File: src/rtl/id_tx_pkg.sv
package id_tx_pkg;

    typedef enum logic [1:0] {
        PH_IDLE  = 2'd0,
        PH_FIRST = 2'd1,
        PH_MID   = 2'd2,
        PH_FINAL = 2'd3
    } phase_e;

    function automatic phase_e classify_slot(input int unsigned slot,
                                             input int unsigned last);
        phase_e p;
        if (slot == 0)          p = PH_IDLE;
        else if (slot == last)  p = PH_FINAL;
        else if (slot == 1)     p = PH_FIRST;
        else                    p = PH_MID;
        return p;
    endfunction

endpackage

File: src/rtl/id_tx_sync.sv
module id_tx_sync #(
    parameter int STAGES = 1
) (
    input  logic clk,
    input  logic rst,
    input  logic din,
    output logic dout
);
    logic [STAGES-1:0] chain;

    generate
        if (STAGES == 1) begin : g_single
            always_ff @(posedge clk) begin
                if (rst) chain <= 1'b0;
                else     chain <= din;
            end
        end else begin : g_multi
            always_ff @(posedge clk) begin
                if (rst) chain <= '0;
                else     chain <= {chain[STAGES-2:0], din};
            end
        end
    endgenerate

    assign dout = chain[STAGES-1];
endmodule

File: src/rtl/id_tx_seq.sv
module id_tx_seq
    import id_tx_pkg::*;
#(
    parameter int ID_W = 4,
    localparam int SW  = $clog2(ID_W + 1)
) (
    input  logic          clk,
    input  logic          rst,
    input  logic          req_s,
    output logic [SW-1:0] slot,
    output phase_e        phase
);
    localparam logic [SW-1:0] SLOT_IDLE  = '0;
    localparam logic [SW-1:0] SLOT_FIRST = SW'(1);

    logic [SW-1:0] slot_nx;

    always_comb begin
        phase = classify_slot(int'(slot), ID_W);
    end

    // state register
    always_ff @(posedge clk) begin
        if (rst) slot <= SLOT_IDLE;
        else     slot <= slot_nx;
    end

    // next-state logic
    always_comb begin
        slot_nx = slot;
        unique case (phase)
            PH_IDLE:  slot_nx = req_s ? SLOT_FIRST : SLOT_IDLE;
            PH_FIRST: slot_nx = slot + SW'(1);
            PH_MID:   slot_nx = slot + SW'(1);
            PH_FINAL: slot_nx = SLOT_IDLE;
        endcase
    end
endmodule

File: src/rtl/id_tx_out.sv
module id_tx_out
    import id_tx_pkg::*;
#(
    parameter int              ID_W     = 4,
    parameter logic [ID_W-1:0] ID_VALUE = 4'b1101,
    localparam int             SW       = $clog2(ID_W + 1)
) (
    input  logic [SW-1:0] slot,
    input  phase_e        phase,
    output logic          tx_bit,
    output logic          busy
);
    always_comb begin
        busy   = 1'b0;
        tx_bit = 1'b0;
        unique case (phase)
            PH_IDLE: begin
                busy   = 1'b0;
                tx_bit = 1'b0;
            end
            PH_FIRST, PH_MID, PH_FINAL: begin
                busy = 1'b1;
                for (int k = 1; k <= ID_W; k++) begin
                    if (slot == SW'(k)) tx_bit = ID_VALUE[ID_W-k];
                end
            end
        endcase
    end
endmodule

File: src/rtl/id_tx.sv
module id_tx
    import id_tx_pkg::*;
#(
    parameter int              ID_W        = 4,
    parameter logic [ID_W-1:0] ID_VALUE    = 4'b1101,
    parameter int              SYNC_STAGES = 1,
    localparam int             SW          = $clog2(ID_W + 1)
) (
    input  logic clk,
    input  logic rst,
    input  logic req_async,
    output logic tx_bit,
    output logic busy
);
    logic          req_s;
    logic [SW-1:0] slot;
    phase_e        phase;

    id_tx_sync #(.STAGES(SYNC_STAGES)) u_sync (
        .clk (clk),
        .rst (rst),
        .din (req_async),
        .dout(req_s)
    );

    id_tx_seq #(.ID_W(ID_W)) u_seq (
        .clk  (clk),
        .rst  (rst),
        .req_s(req_s),
        .slot (slot),
        .phase(phase)
    );

    id_tx_out #(.ID_W(ID_W), .ID_VALUE(ID_VALUE)) u_out (
        .slot  (slot),
        .phase (phase),
        .tx_bit(tx_bit),
        .busy  (busy)
    );
endmodule

File: config.mk
export PLATFORM = sky130hd
export DESIGN_NAME = id_tx
export DESIGN_NICKNAME = d
export VERILOG_FILES = /design/src/rtl/id_tx_pkg.sv /design/src/rtl/id_tx_sync.sv /design/src/rtl/id_tx_seq.sv /design/src/rtl/id_tx_out.sv /design/src/rtl/id_tx.sv
export SDC_FILE = /design/constraint.sdc
export NUM_CORES = 1
export LEC_CHECK = 0
export BUFFER_PORTS_ARGS = -buffer_cell sky130_fd_sc_hd__buf_4
export CORE_AREA = 2 2 39 41
export DETAILED_ROUTE_END_ITERATION = 10
export DIE_AREA = 0 0 41 43
export PLACE_DENSITY_LB_ADDON = 0.15
export SLEW_MARGIN = 10
export SYNTH_ARGS = -nofsm -noshare
export SYNTH_HDL_FRONTEND = slang
export SYNTH_SLANG_ARGS = --single-unit
File: constraint.sdc
create_clock -name clk -period 2.1 [get_ports clk]
set_input_delay 0.105 -clock clk [delete_from_list [all_inputs] [get_ports clk]]
set_output_delay 0.105 -clock clk [all_outputs]
set_load 0.02 [all_outputs]
==> results.txt <==
Classification of the worst setup path: reg2out
Setup clock skew after layout: 0.000290 ns
Final Hold Fails: 0
Yosys warns: 0
Ant diodes: 0
Syn Inst Count: 27
Critical register-to-register path endpoint: u_seq.slot[0]$_SDFF_PP0_
Reg-to-reg slack, setup: 0.47 ns
Sum of overflow across all layers after global routing: 0
Clock sinks: 4
Peak clock frequency supported by timing: 0.560 GHz
Die height: 43 microns
Area growth syn-to-layout: 29.4%
Crit-path leading delay family: adder cells
Routed length per instance: 7.46 microns
Clock buffer count from CTS: 3
Path category of the worst min-delay check: in2reg
Worst r2r path cells: 8
Overall via count from detail_route: 194
Reg-to-reg startpoint: u_seq.slot[0]$_SDFF_PP0_
Count of TritonRoute iterations in the first routing pass: 1
Clock tree from TritonCTS: done
Die outline width: 41 microns
Syn avg cell area: 9.13 sq um
Top-Level Pins: 5
Vias per cell: 3.88
Inst Count DP: 47
DR DRC count: 0
Cell area after synthesis: 246 sq um
Fin nets: 45
Cell depth of the worst hold path: 2
Kind of launch point of the worst setup path: flop
Non-filler cells in the finished layout: 50
Worst IR drop on VDD: 211 uV
Via count of the first global-routing pass: 186
List of cells traversed by the critical path: inv_1, ha_1, nand2_1, a21boi_0, ha_1, inv_1, buf_4
Share of the yosys chip area belonging to registers: 32.5%
Arr. time, crit path: 1.68 ns
Fill cell instance count of the final layout: 153
Category of the worst setup path capture point: output pin
Row count: 14
Post-synthesis register bit count: 4
Die Outline Area: 1760 sq um
Power per cell area: 560 nW/um^2
Launch point of the worst hold path: rst
Port buffer count: 4
Max-slew violations: 0
Transition time at the pin with the least slew margin: 0.205 ns
Number of distinct library cell variants in the gate-level netlist after synthesis: 12
Fraction of final layout cells sized beyond drive strength 1: 23.5%
Placer Congestion: 0.617
Post-Syn Nets: 36
Antenna-violating nets left: 0
Data required, critical path: 2.00 ns
Final WL: 373 microns
Number of max-capacitance violations reported: 0
Worst-skew pair later-pin latency: 0.23 ns
Aggregate global-route resource usage: 5.22%
Initial antenna violation count: 0
Level count of the clock H-tree: 1
Worst path slowest cell: sky130_fd_sc_hd__dfxtp_1
Unrepaired setup endpoints after global routing: false
Run status: finished, final reports clean
Maximum clock path buffer count: 2
Period utilization: 85.0%
Setup total negative slack: 0 ns
Effective utilization at floorplan: 17.8%
Dpl hpwl: 311 microns
Peak per-stage delay on the critical path: 0.37 ns
Area of the core: 1380 sq um
Post-layout minimum cycle time: 1.78 ns
Total setup violations reported at the end of the flow: 0
Resized cells post-CTS: 0
Clock Root Buffer: sky130_fd_sc_hd__clkbuf_4
LEAKAGE: 0.143 nW
Clock-pin slew on the worst setup and hold paths: 0.03 ns
CTS Hold Bufs: 0
Worst Hold Path EP: u_sync.dout$_SDFF_PP0_
Max_slew headroom: 86.2%
Wire length of the first global-routing pass: 621 microns
Initial DRC count: 0
Number of setup buffers added after CTS: 0
Pin count of the biggest net entering global routing: 7
Crit path max fanout: 6
Worst path buffer plus inverter count: 3
==> power by group <==
group | switching (mW) | leakage [nW] | internal [mW]
sequential | 0.00107 | 0.0326 | 0.0783
clock | 0.0261 | 0.0138 | 0.0636
combinational | 0.00418 | 0.0970 | 0.00537
total | 0.0314 | 0.143 | 0.147
==> state kept, by name, indices dropped and copies added (netlist names) <==
name,count
u_seq.slot,3
u_sync.dout,1
==> stage by stage <==
step / utilization [%] / area (sq um) / power [mW] / setup slack, ns / hold WS [ns]
after floorplan: - / 246 / 0.0852 / 0.595 / 0.177
after global placement: 21.4 / 297 / 0.0900 / 0.490 / 0.297
after detailed placement: 21.4 / 297 / 0.0902 / 0.462 / 0.302
after CTS: 23.1 / 319 / 0.185 / 0.281 / 0.0610
after global routing: 23.1 / 319 / 0.189 / 0.167 / 0.0716
final: 23.1 / 319 / 0.179 / 0.316 / 0.0674
==> synth_stat cells (all sizes together) <==
master / instances / share of area (%)
a21boi: 1 / 3.0
nor2b: 1 / 2.5
a21oi: 2 / 4.1
o21ai: 1 / 2.0
nor2: 4 / 6.1
nand2: 1 / 1.5
dfxtp: 4 / 32
ha: 6 / 30
inv: 4 / 6.1
and4bb: 1 / 5.1
nor3b: 1 / 3.0
nor4b: 1 / 3.6
==> worst reg2reg max path, cell delays in order (launching register included) <==
cell and delay (ns):
sky130_fd_sc_hd__dfxtp_1 0.37, sky130_fd_sc_hd__inv_1 0.08, sky130_fd_sc_hd__ha_1 0.21, sky130_fd_sc_hd__nand2_1 0.08, sky130_fd_sc_hd__a21boi_0 0.20, sky130_fd_sc_hd__ha_1 0.28, sky130_fd_sc_hd__nor3b_1 0.14, sky130_fd_sc_hd__a21oi_1 0.11
sky130_fd_sc_hd__nor2_1 0.05
==> layout by cell type (no fill, tap or decap) <==
cell type	instances
sky130_fd_sc_hd__ha_1	6
sky130_fd_sc_hd__inv_1	4
sky130_fd_sc_hd__nor2_1	4
sky130_fd_sc_hd__buf_4	4
sky130_fd_sc_hd__dfxtp_1	4
sky130_fd_sc_hd__clkbuf_4	3
sky130_fd_sc_hd__a21oi_1	2
sky130_fd_sc_hd__nand2_1	1
sky130_fd_sc_hd__a21boi_0	1
sky130_fd_sc_hd__o21ai_0	1
sky130_fd_sc_hd__nor3b_1	1
sky130_fd_sc_hd__nor2b_1	1
sky130_fd_sc_hd__nor4b_1	1
sky130_fd_sc_hd__and4bb_2	1
==> area by class of cell <==
type / instances / area, sq um / share of cell area, %
Clock buffer: 3 / 22.5 / 7.06
Inverter: 4 / 15.0 / 4.71
Multi-Input combinational cell: 19 / 151 / 47.5
Sequential cell: 4 / 80.1 / 25.1
Tap cell: 16 / 20.0 / 6.27
Timing Repair Buffer: 4 / 30.0 / 9.41
==> cells by family after synthesis <==
family,share of synthesized area (%)
simple gates,21.8
buf+inv,6.09
flops,32.5
compound gates,9.14
fa+ha+maj,30.5
==> worst max-delay path by stage <==
stage                                         from  cells past startpoint                  endpoint  slack [ns]
final                     u_seq.slot[0]$_SDFF_PP0_                      7                      busy        0.32
after global routing      u_seq.slot[0]$_SDFF_PP0_                      7                      busy        0.17
after CTS                 u_seq.slot[0]$_SDFF_PP0_                      7                      busy        0.28
after detailed placement  u_seq.slot[0]$_SDFF_PP0_                      8  u_seq.slot[0]$_SDFF_PP0_        0.46
after global placement    u_seq.slot[1]$_SDFF_PP0_                      8  u_seq.slot[0]$_SDFF_PP0_        0.49
after floorplan           u_seq.slot[0]$_SDFF_PP0_                      8  u_seq.slot[0]$_SDFF_PP0_        0.59
==> metal layers <==
| metal | track usage (%) | part of all wire [%] |
|---|---|---|
| met1 | 5.14 | 46 |
| met2 | 8.44 | 49 |
| met5 | 0 | 0 |
| met4 | 4.00 | 0 |
| met3 | 1.57 | 5.4 |
No activity file was read; power rests on OpenSTA's default activity.
